==> config.mk <==
export PLATFORM = sky130hd
export DESIGN_NAME = ppdu_end_stats
export DESIGN_NICKNAME = d
export VERILOG_FILES = /design/src/rtl/ppdu_stats_pkg.sv /design/src/rtl/usec_timebase.sv /design/src/rtl/coex_monitor.sv /design/src/rtl/mpdu_tally.sv /design/src/rtl/record_emitter.sv /design/src/rtl/ppdu_end_stats.sv
export SDC_FILE = /design/constraint.sdc
export NUM_CORES = 1
export LEC_CHECK = 0
export BUFFER_PORTS_ARGS = -buffer_cell sky130_fd_sc_hd__buf_2
export CAP_MARGIN = 20
export CELL_PAD_IN_SITES_DETAIL_PLACEMENT = 1
export CELL_PAD_IN_SITES_GLOBAL_PLACEMENT = 2
export CORE_MARGIN = 2
export CORE_UTILIZATION = 30
export DETAILED_ROUTE_END_ITERATION = 10
export PLACE_DENSITY = 0.76
export SYNTH_ARGS = -nofsm -noshare
export SYNTH_HDL_FRONTEND = slang
export SYNTH_SLANG_ARGS = --single-unit
==> constraint.sdc <==
create_clock -name clk -period 2.71 [get_ports clk]
set_input_delay 0.813 -clock clk [delete_from_list [all_inputs] [get_ports clk]]
set_output_delay 0.813 -clock clk [all_outputs]
set_load 0.05 [all_outputs]
==> src/rtl/ppdu_stats_pkg.sv <==
`timescale 1ns/1ps
// Shared constants and types for the reception statistics recorder.
// Assumes a 32-bit record stream and three coexistence sources.
package ppdu_stats_pkg;
    localparam int WORD_W    = 32;
    localparam int REC_WORDS = 13;
    localparam int IDX_W     = $clog2(REC_WORDS);
    localparam int CNT_W     = 8;
    localparam int TS_W      = 64;
    localparam int N_COEX    = 3;
    localparam int N_TALLY   = 4;

    localparam logic [WORD_W-1:0] END_MARKER   = 32'hAABB_CCDD;
    localparam logic [7:0]        NOFTM_DIALOG = 8'd254;
    localparam logic [7:0]        NOFTM_FOLLOW = 8'd255;

    // Record word positions
    localparam int W_TS_START_LO = 0;
    localparam int W_TS_START_HI = 1;
    localparam int W_TS_END_LO   = 2;
    localparam int W_TS_END_HI   = 3;
    localparam int W_STATUS      = 4;
    localparam int W_TALLY       = 5;
    localparam int W_DURATION    = 6;
    localparam int W_MARKER      = REC_WORDS - 1;

    typedef enum logic [1:0] {
        PH_IDLE = 2'd0,
        PH_RX   = 2'd1,
        PH_SEND = 2'd2
    } phase_e;

    typedef enum logic [1:0] {
        FK_NONE = 2'd0,
        FK_FTM  = 2'd1,
        FK_TM   = 2'd2,
        FK_RSVD = 2'd3
    } frame_kind_e;
endpackage

==> src/rtl/usec_timebase.sv <==
`timescale 1ns/1ps
// Microsecond timebase: divides clk by TICK_DIV into a one-cycle tick
// and advances a free-running 64-bit timestamp on each tick.
// Assumes TICK_DIV >= 1 clocks per microsecond.
module usec_timebase
    import ppdu_stats_pkg::*;
#(
    parameter int TICK_DIV = 50
) (
    input  logic            clk,
    input  logic            rst_n,
    output logic            tick,
    output logic [TS_W-1:0] ts
);
    localparam int DIV_W = (TICK_DIV > 1) ? $clog2(TICK_DIV) : 1;
    localparam logic [DIV_W-1:0] DIV_LAST = DIV_W'(TICK_DIV - 1);

    logic [DIV_W-1:0] div_q;

    assign tick = (div_q == DIV_LAST);

    // Prescaler: count clocks within one microsecond
    always_ff @(posedge clk) begin
        if (!rst_n)    div_q <= '0;
        else if (tick) div_q <= '0;
        else           div_q <= div_q + 1'b1;
    end

    // Timestamp: advance by one per microsecond tick
    always_ff @(posedge clk) begin
        if (!rst_n)    ts <= '0;
        else if (tick) ts <= ts + 1'b1;
    end

    // the timestamp never jumps by more than one
    a_r7_ts_step: assert property (@(posedge clk) disable iff (!rst_n)
        1'b1 |=> (ts == $past(ts)) || (ts == $past(ts) + 1'b1));
endmodule

==> src/rtl/coex_monitor.sv <==
`timescale 1ns/1ps
// Coexistence monitor: records per-source "already on at start" and
// "switched on during reception" flags, and tracks the before/after
// boundary used to split MPDU tallies. The boundary output includes an
// edge seen in the current cycle so a simultaneous MPDU lands "after".
// Assumes start_evt only occurs while not receiving.
module coex_monitor
    import ppdu_stats_pkg::*;
(
    input  logic              clk,
    input  logic              rst_n,
    input  logic              start_evt,
    input  logic              in_rx,
    input  logic [N_COEX-1:0] coex_act,
    output logic [N_COEX-1:0] from_flags,
    output logic [N_COEX-1:0] after_flags,
    output logic              after_now
);
    logic [N_COEX-1:0] coex_q;
    logic [N_COEX-1:0] rise;
    logic              bnd_q;

    assign rise      = coex_act & ~coex_q;
    assign after_now = bnd_q | (in_rx & (|rise));

    // Edge detector history
    always_ff @(posedge clk) begin
        if (!rst_n) coex_q <= '0;
        else        coex_q <= coex_act;
    end

    // Boundary latch: set by a line high at start or any edge while receiving
    always_ff @(posedge clk) begin
        if (!rst_n)                bnd_q <= 1'b0;
        else if (start_evt)        bnd_q <= |coex_act;
        else if (in_rx && (|rise)) bnd_q <= 1'b1;
    end

    for (genvar s = 0; s < N_COEX; s++) begin : g_src
        // Per-source flags: level at start, edge during reception
        always_ff @(posedge clk) begin
            if (!rst_n) begin
                from_flags[s]  <= 1'b0;
                after_flags[s] <= 1'b0;
            end else if (start_evt) begin
                from_flags[s]  <= coex_act[s];
                after_flags[s] <= 1'b0;
            end else if (in_rx && rise[s]) begin
                after_flags[s] <= 1'b1;
            end
        end

        // an after flag only appears following a rising line
        a_r4_after_from_edge: assert property (@(posedge clk) disable iff (!rst_n)
            (in_rx && !after_flags[s]) ##1 after_flags[s] |-> $past(coex_act[s]));
    end

    // once the boundary is crossed it holds for the rest of the PPDU
    a_r3_boundary_sticky: assert property (@(posedge clk) disable iff (!rst_n)
        (in_rx && bnd_q) |=> bnd_q);

    // from flags do not move while receiving
    a_r4_from_stable: assert property (@(posedge clk) disable iff (!rst_n)
        in_rx |=> $stable(from_flags));
endmodule

==> src/rtl/mpdu_tally.sv <==
`timescale 1ns/1ps
// MPDU tally bank: four saturating counters indexed by
// {after boundary, FCS failed}. Assumes clear and counting never coincide.
module mpdu_tally
    import ppdu_stats_pkg::*;
(
    input  logic                           clk,
    input  logic                           rst_n,
    input  logic                           clear,
    input  logic                           count_en,
    input  logic                           mpdu_done,
    input  logic                           fcs_ok,
    input  logic                           after_sel,
    output logic [N_TALLY-1:0][CNT_W-1:0]  counts
);
    localparam logic [CNT_W-1:0] CNT_MAX = '1;

    logic [1:0] sel;
    assign sel = {after_sel, ~fcs_ok};

    for (genvar g = 0; g < N_TALLY; g++) begin : g_cnt
        // Saturating counter for one pass/fail, before/after bin
        always_ff @(posedge clk) begin
            if (!rst_n)
                counts[g] <= '0;
            else if (clear)
                counts[g] <= '0;
            else if (count_en && mpdu_done && (sel == 2'(g)) && (counts[g] != CNT_MAX))
                counts[g] <= counts[g] + 1'b1;
        end

        // a full counter stays full until cleared
        a_r9_no_wrap: assert property (@(posedge clk) disable iff (!rst_n)
            (counts[g] == CNT_MAX && !clear) |=> counts[g] == CNT_MAX);
    end

    // at most one bin moves per cycle, and only by one
    a_r2_one_bin: assert property (@(posedge clk) disable iff (!rst_n)
        !clear |=> ($countones({counts[0] != $past(counts[0]), counts[1] != $past(counts[1]),
                                counts[2] != $past(counts[2]), counts[3] != $past(counts[3])}) <= 1));
endmodule

==> src/rtl/record_emitter.sv <==
`timescale 1ns/1ps
// Record emitter: on launch, walks the 13 record words out in index
// order on a valid/ready stream and pulses done on the final handshake.
// Assumes the word vector is held stable while sending.
module record_emitter
    import ppdu_stats_pkg::*;
(
    input  logic                              clk,
    input  logic                              rst_n,
    input  logic                              launch,
    input  logic [REC_WORDS-1:0][WORD_W-1:0]  words,
    input  logic                              rec_ready,
    output logic                              rec_valid,
    output logic [WORD_W-1:0]                 rec_data,
    output logic                              rec_last,
    output logic                              done
);
    localparam logic [IDX_W-1:0] LAST_IDX = IDX_W'(REC_WORDS - 1);

    logic             busy_q;
    logic [IDX_W-1:0] idx_q;

    assign rec_valid = busy_q;
    assign rec_last  = busy_q && (idx_q == LAST_IDX);
    assign done      = rec_valid && rec_ready && rec_last;

    // Word select for the current index
    always_comb begin
        rec_data = '0;
        if (busy_q && idx_q <= LAST_IDX) rec_data = words[idx_q];
    end

    // Sequencer: start on launch, advance on each accepted word
    always_ff @(posedge clk) begin
        if (!rst_n) begin
            busy_q <= 1'b0;
            idx_q  <= '0;
        end else if (launch) begin
            busy_q <= 1'b1;
            idx_q  <= '0;
        end else if (busy_q && rec_ready) begin
            if (idx_q == LAST_IDX) busy_q <= 1'b0;
            else                   idx_q  <= idx_q + 1'b1;
        end
    end

    // a stalled word is held unchanged
    a_r10_hold: assert property (@(posedge clk) disable iff (!rst_n)
        (rec_valid && !rec_ready) |=> rec_valid && $stable(rec_data) && $stable(rec_last));

    // the closing word carries the alignment marker
    a_r10_marker_on_last: assert property (@(posedge clk) disable iff (!rst_n)
        rec_last |-> rec_data == END_MARKER);

    // no launch while a record is still going out
    a_r11_launch_idle: assert property (@(posedge clk) disable iff (!rst_n)
        launch |-> !busy_q);
endmodule

==> src/rtl/ppdu_end_stats.sv <==
`timescale 1ns/1ps
// Reception statistics recorder top: sequences idle / receive / send,
// gathers tallies, coex flags, delimiter error, duration, timestamps and
// frame tokens, then hands a 13-word record to the emitter.
// Assumes DUR_W <= 24 and strobes are single-cycle pulses.
module ppdu_end_stats
    import ppdu_stats_pkg::*;
#(
    parameter int TICK_DIV = 50,
    parameter int DUR_W    = 24
) (
    input  logic        clk,
    input  logic        rst_n,
    input  logic        ppdu_start,
    input  logic        ppdu_end,
    input  logic        mpdu_done,
    input  logic        mpdu_fcs_ok,
    input  logic        delim_err,
    input  logic [2:0]  coex_active,
    input  logic [1:0]  frame_kind,
    input  logic [7:0]  token_dialog,
    input  logic [7:0]  token_follow,
    input  logic        rec_ready,
    output logic        rec_valid,
    output logic [31:0] rec_data,
    output logic        rec_last
);
    localparam logic [DUR_W-1:0] DUR_MAX = '1;

    phase_e                              phase_q;
    logic                                start_evt, end_evt, in_rx, emit_done;
    logic                                tick;
    logic [TS_W-1:0]                     ts_now, ts_start_q, ts_end_q;
    logic [N_COEX-1:0]                   from_flags, after_flags;
    logic [2*N_COEX-1:0]                 coex_bits;
    logic                                after_now;
    logic [N_TALLY-1:0][CNT_W-1:0]       counts;
    logic                                delim_q;
    logic [DUR_W-1:0]                    dur_q;
    logic [1:0]                          kind_q;
    logic [7:0]                          dlg_q, fup_q;
    logic [REC_WORDS-1:0][WORD_W-1:0]    words;

    assign in_rx     = (phase_q == PH_RX);
    assign start_evt = (phase_q == PH_IDLE) && ppdu_start;
    assign end_evt   = in_rx && ppdu_end;

    // Phase sequencer
    always_ff @(posedge clk) begin
        if (!rst_n) phase_q <= PH_IDLE;
        else begin
            case (phase_q)
                PH_IDLE: if (ppdu_start) phase_q <= PH_RX;
                PH_RX:   if (ppdu_end)   phase_q <= PH_SEND;
                PH_SEND: if (emit_done)  phase_q <= PH_IDLE;
                default:                 phase_q <= PH_IDLE;
            endcase
        end
    end

    usec_timebase #(.TICK_DIV(TICK_DIV)) u_timebase (
        .clk  (clk),
        .rst_n(rst_n),
        .tick (tick),
        .ts   (ts_now)
    );

    coex_monitor u_coex (
        .clk        (clk),
        .rst_n      (rst_n),
        .start_evt  (start_evt),
        .in_rx      (in_rx),
        .coex_act   (coex_active),
        .from_flags (from_flags),
        .after_flags(after_flags),
        .after_now  (after_now)
    );

    mpdu_tally u_tally (
        .clk      (clk),
        .rst_n    (rst_n),
        .clear    (start_evt),
        .count_en (in_rx),
        .mpdu_done(mpdu_done),
        .fcs_ok   (mpdu_fcs_ok),
        .after_sel(after_now),
        .counts   (counts)
    );

    // Interleave per-source flags as from/after pairs
    for (genvar s = 0; s < N_COEX; s++) begin : g_flag
        assign coex_bits[2*s]   = from_flags[s];
        assign coex_bits[2*s+1] = after_flags[s];
    end

    // Sticky delimiter error flag
    always_ff @(posedge clk) begin
        if (!rst_n)                  delim_q <= 1'b0;
        else if (start_evt)          delim_q <= 1'b0;
        else if (in_rx && delim_err) delim_q <= 1'b1;
    end

    // Saturating reception duration in microseconds
    always_ff @(posedge clk) begin
        if (!rst_n)                                dur_q <= '0;
        else if (start_evt)                        dur_q <= '0;
        else if (in_rx && tick && dur_q != DUR_MAX) dur_q <= dur_q + 1'b1;
    end

    // Timestamp capture at start and end
    always_ff @(posedge clk) begin
        if (!rst_n) begin
            ts_start_q <= '0;
            ts_end_q   <= '0;
        end else begin
            if (start_evt) ts_start_q <= ts_now;
            if (end_evt)   ts_end_q   <= ts_now;
        end
    end

    // Frame kind and token capture at end, with the non-timing defaults
    always_ff @(posedge clk) begin
        if (!rst_n) begin
            kind_q <= '0;
            dlg_q  <= '0;
            fup_q  <= '0;
        end else if (end_evt) begin
            kind_q <= frame_kind;
            if (frame_kind == FK_NONE) begin
                dlg_q <= NOFTM_DIALOG;
                fup_q <= NOFTM_FOLLOW;
            end else begin
                dlg_q <= token_dialog;
                fup_q <= token_follow;
            end
        end
    end

    // Record assembly; unlisted words stay zero
    always_comb begin
        words                = '0;
        words[W_TS_START_LO] = ts_start_q[31:0];
        words[W_TS_START_HI] = ts_start_q[63:32];
        words[W_TS_END_LO]   = ts_end_q[31:0];
        words[W_TS_END_HI]   = ts_end_q[63:32];
        words[W_STATUS]      = {7'b0, fup_q, dlg_q, kind_q, delim_q, coex_bits};
        words[W_TALLY]       = counts;
        words[W_DURATION]    = WORD_W'(dur_q);
        words[W_MARKER]      = END_MARKER;
    end

    record_emitter u_emit (
        .clk      (clk),
        .rst_n    (rst_n),
        .launch   (end_evt),
        .words    (words),
        .rec_ready(rec_ready),
        .rec_valid(rec_valid),
        .rec_data (rec_data),
        .rec_last (rec_last),
        .done     (emit_done)
    );

    // delimiter flag sticks through reception
    a_r5_delim_sticky: assert property (@(posedge clk) disable iff (!rst_n)
        (in_rx && delim_q) |=> delim_q);

    // duration holds at its ceiling
    a_r6_dur_saturate: assert property (@(posedge clk) disable iff (!rst_n)
        (dur_q == DUR_MAX && !start_evt) |=> dur_q == DUR_MAX);

    // start capture untouched outside idle
    a_r11_start_held: assert property (@(posedge clk) disable iff (!rst_n)
        (phase_q != PH_IDLE) |=> $stable(ts_start_q));

    // non-timing frames present forced tokens in the record
    a_r8_token_force: assert property (@(posedge clk) disable iff (!rst_n)
        (rec_valid && kind_q == FK_NONE) |-> (dlg_q == NOFTM_DIALOG && fup_q == NOFTM_FOLLOW));

    // record output only while in the send phase
    a_r10_valid_phase: assert property (@(posedge clk) disable iff (!rst_n)
        rec_valid |-> phase_q == PH_SEND);
endmodule

# ---- Word-level counts from Yosys, hierarchy flattened
# Cells that the tools add are included.
dict set report word_totals {
  register_bits 290
  latchBits 0
  ram_bits 0
  rom_bits 0
  input_bits 29
  out_inout_bits 34
  elab_cells 106
  memories 0
}
dict set report classes {
  addsub 8
  mul 0
  div_mod_pow 0
  order_cmp 2
  n_eq_ne 15
  shift 0
  mux 14
  n_bitwise 7
  reduce_logical 36
}
# cell count
set ops {}
lappend ops {{binary-select mux 32 bit (select 4 bit)} 1}
lappend ops {{adder 64 x 1 -> 64 bit (second input constant)} 1}
lappend ops {{two-way mux 32 bit} 2}
lappend ops {{adder 8 x 1 -> 8 bit (second input constant)} 4}
lappend ops {{inequality test 8 bit (second input constant)} 4}
lappend ops {{adder 24 x 1 -> 24 bit (second input constant)} 1}
lappend ops {{inequality test 24 bit (second input constant)} 1}
lappend ops {{logical AND 1 bit} 22}
lappend ops {{two-way mux 8 bit} 2}
lappend ops {{adder 6 x 1 -> 6 bit (second input constant)} 1}
lappend ops {{equality test 2 bit (second input constant)} 3}
lappend ops {{equality test 6 bit (second input constant)} 1}
lappend ops {{zero test 2 bit} 3}
lappend ops {{two-way mux 2 bit} 3}
lappend ops {{inequality test 2 bit (second input constant)} 3}
lappend ops {{case mux 2 bit (3 select lines)} 1}
lappend ops {{nonzero test 2 bit} 3}
lappend ops {{OR reduction 2 bit} 3}
lappend ops {{OR reduction 3 bit} 2}
lappend ops {{< comparator 4 x 5 -> 1 bit (second input constant)} 1}
lappend ops {{two-way mux 1 bit} 5}
lappend ops {{adder 4 x 1 -> 4 bit (second input constant)} 1}
lappend ops {{equality test 2 x 1 -> 1 bit (second input constant)} 2}
lappend ops {{equality test 4 bit (second input constant)} 1}
lappend ops {{8 further kinds} 11}

# ---- Logic depth before layout (Yosys ltp)
# Gate-level depths: netlist of the first run.
dict set report depth {
  depth_word 8
  mapped_depth 11
  ltp_nobuf 7
}

# ---- Hierarchy
# A second synthesis of the first run with hierarchy kept.
dict set report unflattened {
  hier_cells 1871
  area_unflattened_um2 16125.5
}
# mod instances cells_per_inst area_each_um2 seq_area_each_um2
set by_module_without_submodules {}
lappend by_module_without_submodules {ppdu_end_stats 1 781 6812.8 3463.3}
lappend by_module_without_submodules {record_emitter 1 477 4043.9 100.1}
lappend by_module_without_submodules {usec_timebase 1 393 3318.2 1401.3}
lappend by_module_without_submodules {mpdu_tally 1 185 1594.0 640.6}
lappend by_module_without_submodules {coex_monitor 1 35 356.6 200.2}

# ---- Worst setup path before layout of the first run
# Ideal clock, no wire load.
dict set report synth_timing {
  path_kind {register -> output}
  startpoint {reg u_emit.idx_q[0]}
  endpoint {out rec_data[0]}
  arrival_time_ns 2.676
  t_required_ns 1.897
  slack_ns -0.779
  stages_incl_launch_ff 9
  path_buffers 3
  cell_sequence {dfxtp_1 > buf_2 > buf_2 > nor2b_1 > clkbuf_1 > nand2_1 > o211ai_1 > o21ai_0 > o21ai_0}
}
dict set report synth_via {
  elab_chain_len 3
  word_cells_on_any_way 5
}
# element line
set synth_lines {}
lappend synth_lines {{start, declared} record_emitter.sv:21} ;# logic [IDX_W-1:0] idx_q;
lappend synth_lines {{start signal, assigned} record_emitter.sv:43} ;# else idx_q <= idx_q + 1'b1;
lappend synth_lines {{binary-select mux 32 bit (select 4 bit) / <= comparator 4 bit (equally long branches)} record_emitter.sv:30} ;# if (busy_q && idx_q <= LAST_IDX) rec_data = words[idx_q];
lappend synth_lines {{two-way mux 32 bit (implied by the code) / logical AND 1 bit (equally long branches)} record_emitter.sv:30}
lappend synth_lines {{two-way mux 32 bit *} record_emitter.sv:30}
lappend synth_lines {{end, declared} ppdu_end_stats.sv:25} ;# output logic [31:0] rec_data,
# Mark *: on every way between the ends. The rest lies on a longest branch, timed or not. The select of a mux whose other input is x is not followed.

# ---- Worst setup path after layout of the first run
dict set report layout_timing {
  startpoint {reg u_emit.idx_q[0]}
  endpoint {out rec_data[27]}
}
# The elaborated chain is that of the path after synthesis.

==> flow_summary.yaml, run 1 <==
run_status:
  outcome: "finished, violations left"
  violations: "negative setup slack"
finish:
  final_common_cell: "dfxtp_1"
  n_fill_cell: 5102
  multi_input_area_sq_um: 7730
  final_cell_mix: "dfxtp_1, nand2_1, a21oi_1, nor2_1, buf_4"
  drive_gt1_share_pct: 21.0
  fin_nets: 1677
  seqCellArea_sq_um: 5820
  final_util_pct: 38.5
  syn_to_final_growth_pct: 26.1
placed_design:
  dpl_worst_slack_ns: 0.0257
  dpl.hpwl_microns: 33900
  place.gp.congestion: 0.843
  port_buffers: 62
sta:
  setup_tns_ns: -8.78
  skew_ns: 0.0110
  min_period_ns: 3.08
  drv_slew: 0
  finalHoldViolCount: 0
  post-route-period-util_pct: 114
  setup_viol: 33
  hold_slack_ns: 0.440
  tightest_slew_ns: 0.858
  rsz0062_at_grt: "yes"
  fin_ws_ns: -0.372
  fmax_ghz: 0.324
  relSlewSlack_pct: 42.8
grt:
  antenna_found_initial: 1
  grt_pass1_vias: 12500
  grt_pass1_wl_microns: 73700
  gr-total-overflow: 0
  grt_max_degree: 73
  track_usage_pct: 19.9
synth:
  synthArstFlopShare_pct: 0
  synth-edff-count: 0
  synthDistinctLibCells: 63
  syn_nets: 1585
  post_synth.cell_area_avg_sq_um: 8.75
  ys.warnings.count: 0
  synth-seq-area-share_pct: 42.9
  synth_ff_type: "dfxtp_1"
  ys_ff_latch: 290
  netlist_instances: 1546
  synth_area_sq_um: 13500
critical_path:
  crit_slowest_cell: "mux4_2"
  cp-end-kind: "output port"
  arrival_ns: 2.27
  crit_top_cell: "buf_12"
  cp_top_family: "multiplexers"
  slowest_delay_ns: 0.53
  worstPathRequired_ns: 1.90
  critPathBufInv: 3
  cp_max_fo: 6
  crit_chain: "buf_12 > buf_12 > mux4_2 > nor2b_1 > a31oi_1 > o21ai_2 > buf_6"
  critPathLaunchType: "flip-flop"
  worstSetupPathType: "reg -> out"
cts:
  worstSkewPairLatency_ns: 0.52
  clock_path_buffers: 3
  cts-root-buf: "clkbuf_16"
  h-tree-depth: 2
  clkSinkCount: 290
  hold_buffers: 0
  cts_tree: "yes"
  clk_pin_slew_ns: 0.06
  numCtsBuffers: 34
route:
  first_iter_violations: 702
  final_antenna_net_count: 0
  drt_drc_violations_left: 0
  vias: 12000
  viasPerCell: 5.32
  drt_pass1_iterations: 5
  wl_per_cell_microns: 20.8
  wirelength_microns: 47000
floorplanning:
  rows: 77
  io_pins: 63
  dieArea_sq_um: 46800
  core_sq_um: 44300
  die_h_microns: 216
  start_util_pct: 30.5
  die_w_microns: 216
power_and_ir_drop:
  leakage_nw: 5.75
  p_per_area_nw_per_um2: 555
  ir_worst_vdd_mv: 0.367
run:
  cap_violations: 0
hold_path:
  min_path_type: "reg -> reg"
## state kept, by name, indices dropped and copies added (netlist names), 4 cells and up
name              cells
dur_q                24
fup_q                 8
u_timebase.ts        64
dlg_q                 8
ts_start_q           64
u_tally.counts       32
u_emit.idx_q          4
u_timebase.div_q      6
ts_end_q             64
## timing repair
item | in CTS | in global routing
cloned | 1 | 1
resized for setup | 124 | 21
pin swaps | 7 | 5
setup endpoints to repair | 33 | 33
buffers inserted | 14 | 2
## cell families after synthesis
logic type	count (synthesis)	synth area share, %
simple gates	638	24.0
compound gates	348	16.0
flops	290	42.9
buf+inv	127	3.96
mux	68	8.00
xor+xnor	65	4.21
fa+ha+maj	10	0.925
## stage by stage
stage,area (sq um),total power [W],std cells
5_1_grt,17100,0.00980,2256
2_1_floorplan,13900,0.00468,1546
4_1_cts,16900,0.00959,2253
3_3_place_gp,15300,0.00488,2176
3_5_place_dp,15300,0.00489,2176
6_report,17100,0.00946,2257
## worst register-to-register path, stage by stage, from the launching register on
cell and delay, ns:
dfxtp_1 0.38, ha_1 0.24, nand3b_4 0.26, or3_1 0.51, a211oi_1 0.34, buf_4 0.19, nand4_1 0.10, mux2_2 0.29
## metal layers
layer  vias to the layer above  track usage, %  wire, microns
met5                         -               0              0
met4                         0            5.82           1140
met3                        48            2.65           1560
met2                       185            33.7          22500
met1                      6026            26.5          21800
li1                       5744               -              -
## cell type report
cell class | count | area share, %
Multi-Input combinational cell | 1129 | 45.3
Antenna cell | 1 | 0.0147
Tap cell | 592 | 4.34
Inverter | 11 | 0.359
Clock buffer | 54 | 5.86
Sequential cell | 290 | 34.1
Timing Repair Buffer | 172 | 9.34
Clock inverter | 8 | 0.675
## Yosys cell counts (8+ instances only)
| cell | instances | share of area (%) |
|---|---|---|
| a211oi_1 | 12 | 0.67 |
| a21oi_1 | 132 | 4.9 |
| a22o_1 | 66 | 4.3 |
| a31oi_1 | 9 | 0.42 |
| and2_1 | 8 | 0.37 |
| and3_1 | 14 | 0.65 |
| and4_1 | 10 | 0.65 |
| buf_1 | 12 | 0.33 |
| buf_2 | 22 | 0.81 |
| clkbuf_1 | 74 | 2.1 |
| dfxtp_1 | 290 | 43 |
| ha_1 | 10 | 0.93 |
| inv_1 | 11 | 0.31 |
| mux2i_1 | 35 | 2.6 |
| mux4_2 | 32 | 5.3 |
| nand2_1 | 242 | 6.7 |
| nand2b_1 | 8 | 0.37 |
| nand3_1 | 61 | 2.3 |
| nand4_1 | 33 | 1.5 |
| nor2_1 | 127 | 3.5 |
| nor2b_1 | 11 | 0.51 |
| nor3_1 | 23 | 0.85 |
| nor4_1 | 16 | 0.74 |
| o211ai_1 | 15 | 0.83 |
| o21ai_0 | 84 | 3.1 |
| o31ai_1 | 14 | 0.78 |
| or3_1 | 29 | 1.3 |
| or4_1 | 16 | 0.89 |
| xnor2_1 | 39 | 2.5 |
| xor2_1 | 26 | 1.7 |
## power by group
part / switching (W) / internal (W) / leakage, nW / total (W)
Sequential: 0.0000285 / 0.00429 / 2.34 / 0.00432
Combinational: 0.000348 / 0.000152 / 2.86 / 0.000501
Clock: 0.00182 / 0.00282 / 0.544 / 0.00464
## final timing paths
| path | from | end | slack [ns] | cells after the start |
|---|---|---|---|---|
| setup / recovery | u_emit.idx_q[0]$_SDFFE_PP0P_ | rec_data[27] | -0.37 | 7 |
| hold / removal | fup_q[4]$_SDFFE_PN0P_ | fup_q[4]$_SDFFE_PN0P_ | 0.44 | 2 |
| setup reg to reg | u_timebase.div_q[0]$_SDFF_PP0_ | dur_q[19]$_SDFFE_PP0P_ | 0.30 | 7 |
| hold reg to reg | fup_q[4]$_SDFFE_PN0P_ | fup_q[4]$_SDFFE_PN0P_ | 0.44 | 2 |
Note: power is estimated with default switching activity, not from simulation.
==> inputs of run 2 (changes only) <==
==> constraint.sdc (replaced) <==
create_clock -name clk -period 2.71 [get_ports clk]
set_input_delay 0.813 -clock clk [delete_from_list [all_inputs] [get_ports clk]]
set_output_delay 0.813 -clock clk [all_outputs]
set_load 0.02 [all_outputs]
==> run 2 against run 1 <==
- the run still ends with negative setup slack left
- largest cell class unchanged
- critical endpoint is now rec_data[25]
- final area down 1.4%
- sequential power about the same
- combinational power down 3%
- register-to-register slack about the same
- non-clock buffer count down 1
- hold slack better by 0.0047 ns
- clock skew up 0.0017 ns
- cell count down 0.22%
- sequential cell count unchanged
- power up 0.67%
- wire length up 0.20%
- count of clock-buffer cells in the layout down 1
==> flow_summary.yaml, run 2 (synthesized netlist as in run 1, its figures left out) <==
route:
  final_antenna_net_count: 0
  viasPerCell: 5.39
  drt_drc_violations_left: 0
  wirelength_microns: 47100
  vias: 12100
  first_iter_violations: 811
  wl_per_cell_microns: 20.9
  drt_pass1_iterations: 5
sta:
  drv_slew: 0
  setup_viol: 33
  rsz0062_at_grt: "yes"
  relSlewSlack_pct: 43.7
  skew_ns: 0.0127
  hold_slack_ns: 0.444
  tightest_slew_ns: 0.844
  min_period_ns: 3.04
  fmax_ghz: 0.329
  fin_ws_ns: -0.332
  post-route-period-util_pct: 112
  finalHoldViolCount: 0
finish:
  final_cell_mix: "dfxtp_1, nand2_1, a21oi_1, nor2_1, buf_4"
  n_fill_cell: 5099
  final_util_pct: 38.0
  drive_gt1_share_pct: 20.4
  top_regs: "ts_end_q x64, ts_start_q x64, u_timebase.ts x64"
  final_common_cell: "dfxtp_1"
  diodes: 0
  fin_nets: 1677
  instances_no_fill: 2252
  syn_to_final_growth_pct: 24.4
cts:
  cts_tree: "yes"
  clk_pin_slew_ns: 0.06
  numCtsBuffers: 35
  h-tree-depth: 2
  clkSinkCount: 290
  worstSkewPairLatency_ns: 0.52
  cts-root-buf: "clkbuf_16"
  clock_path_buffers: 3
grt:
  grt_pass1_vias: 12500
  gr-total-overflow: 0
  track_usage_pct: 20.0
  antenna_found_initial: 0
  grt_pass1_wl_microns: 73700
  grt_max_degree: 69
placed_design:
  dpl.hpwl_microns: 32600
  port_buffers: 62
  dpl_worst_slack_ns: 0.0398
  place.gp.congestion: 0.842
  dp.cells: 2163
critical_path:
  reg2reg_to: "u_timebase.ts[39]$_SDFFE_PN0N_"
  cp_top_family: "multiplexers"
  regToRegStartpoint: "u_timebase.ts[25]$_SDFFE_PN0N_"
  worstPathRequired_ns: 1.90
  worstSetupPathType: "reg -> out"
  cp-end-kind: "output port"
  reg2reg_slack_ns: 0.29
  critPathLaunchType: "flip-flop"
  critPathBufInv: 2
  crit_chain: "buf_12 > mux4_2 > nor2b_1 > a31oi_1 > o21ai_2 > buf_6"
  arrival_ns: 2.23
  endpoint: "rec_data[25]"
  cp_num_cells: 6
  crit_slowest_cell: "mux4_2"
  cp_max_fo: 7
  crit_start: "u_emit.idx_q[0]$_SDFFE_PP0P_"
  slowest_delay_ns: 0.50
  reg2reg_depth: 5
run_status:
  outcome: "finished, violations left"
  violations: "negative setup slack"
floorplanning:
  die_h_microns: 216
  io_pins: 63
  core_sq_um: 44300
  dieArea_sq_um: 46800
  die_w_microns: 216
  start_util_pct: 30.5
  rows: 77
run:
  cap_violations: 0
power_and_ir_drop:
  ir_worst_vdd_mv: 0.385
  p_per_area_nw_per_um2: 566
  leakage_nw: 5.71
hold_path:
  min_path_type: "reg -> reg"
[run 2: worst min-delay path by stage]
stage,start,end,cells after the start
after global placement,dlg_q[1]$_SDFFE_PN0P_,dlg_q[1]$_SDFFE_PN0P_,2
final,dlg_q[1]$_SDFFE_PN0P_,dlg_q[1]$_SDFFE_PN0P_,2
after floorplan,dlg_q[1]$_SDFFE_PN0P_,dlg_q[1]$_SDFFE_PN0P_,2
after CTS,fup_q[5]$_SDFFE_PN0P_,fup_q[5]$_SDFFE_PN0P_,2
after global routing,fup_q[5]$_SDFFE_PN0P_,fup_q[5]$_SDFFE_PN0P_,2
after detailed placement,dlg_q[1]$_SDFFE_PN0P_,dlg_q[1]$_SDFFE_PN0P_,2
[run 2: metrics by stage]
step	setup TNS (ns)	area, sq um	power, W
floorplan	-0.0299	13600	0.00467
global placement	0	15000	0.00486
detailed placement	0	15000	0.00486
CTS	-9.73	16700	0.00963
global route	-11.24	16800	0.00985
finish	-9.04	16800	0.00953
[run 2: repair_timing]
action	in CTS	in global routing
cloned	6	1
resized for setup	73	33
buffers inserted	18	9
hold buffers	0	0
setup endpoints to repair	33	33
pin swaps	8	11
[run 2: routing by layer]
metal,GRT usage (%),vias up,part of all wire [%]
li1,-,5756,-
met1,27.2,6086,47
met2,32.8,243,47
met3,2.92,62,3.9
met4,6.05,0,2.2
met5,0,-,0
[run 2: layout make-up]
type,instances,area [sq um],share of cell area (%)
repair buffers,171,1590,9.42
clock inverters,6,83.8,0.498
well taps,592,741,4.40
inverters,11,48.8,0.290
clock buffers,53,1060,6.28
flip-flops and latches,290,5810,34.6
multi-input cells,1129,7490,44.5
[run 2: power breakdown]
| part | switching (W) | leakage [nW] | internal, W |
|---|---|---|---|
| sequential | 0.0000317 | 2.34 | 0.00429 |
| clock | 0.00185 | 0.561 | 0.00287 |
| combinational | 0.000336 | 2.81 | 0.000150 |
[run 2: worst reg2reg max path: cells and delay by family, from the launching register on]
family / cells / cell delay [ns]
simple gates: 4 / 1.65
flops: 1 / 0.54
compound gates: 1 / 0.16
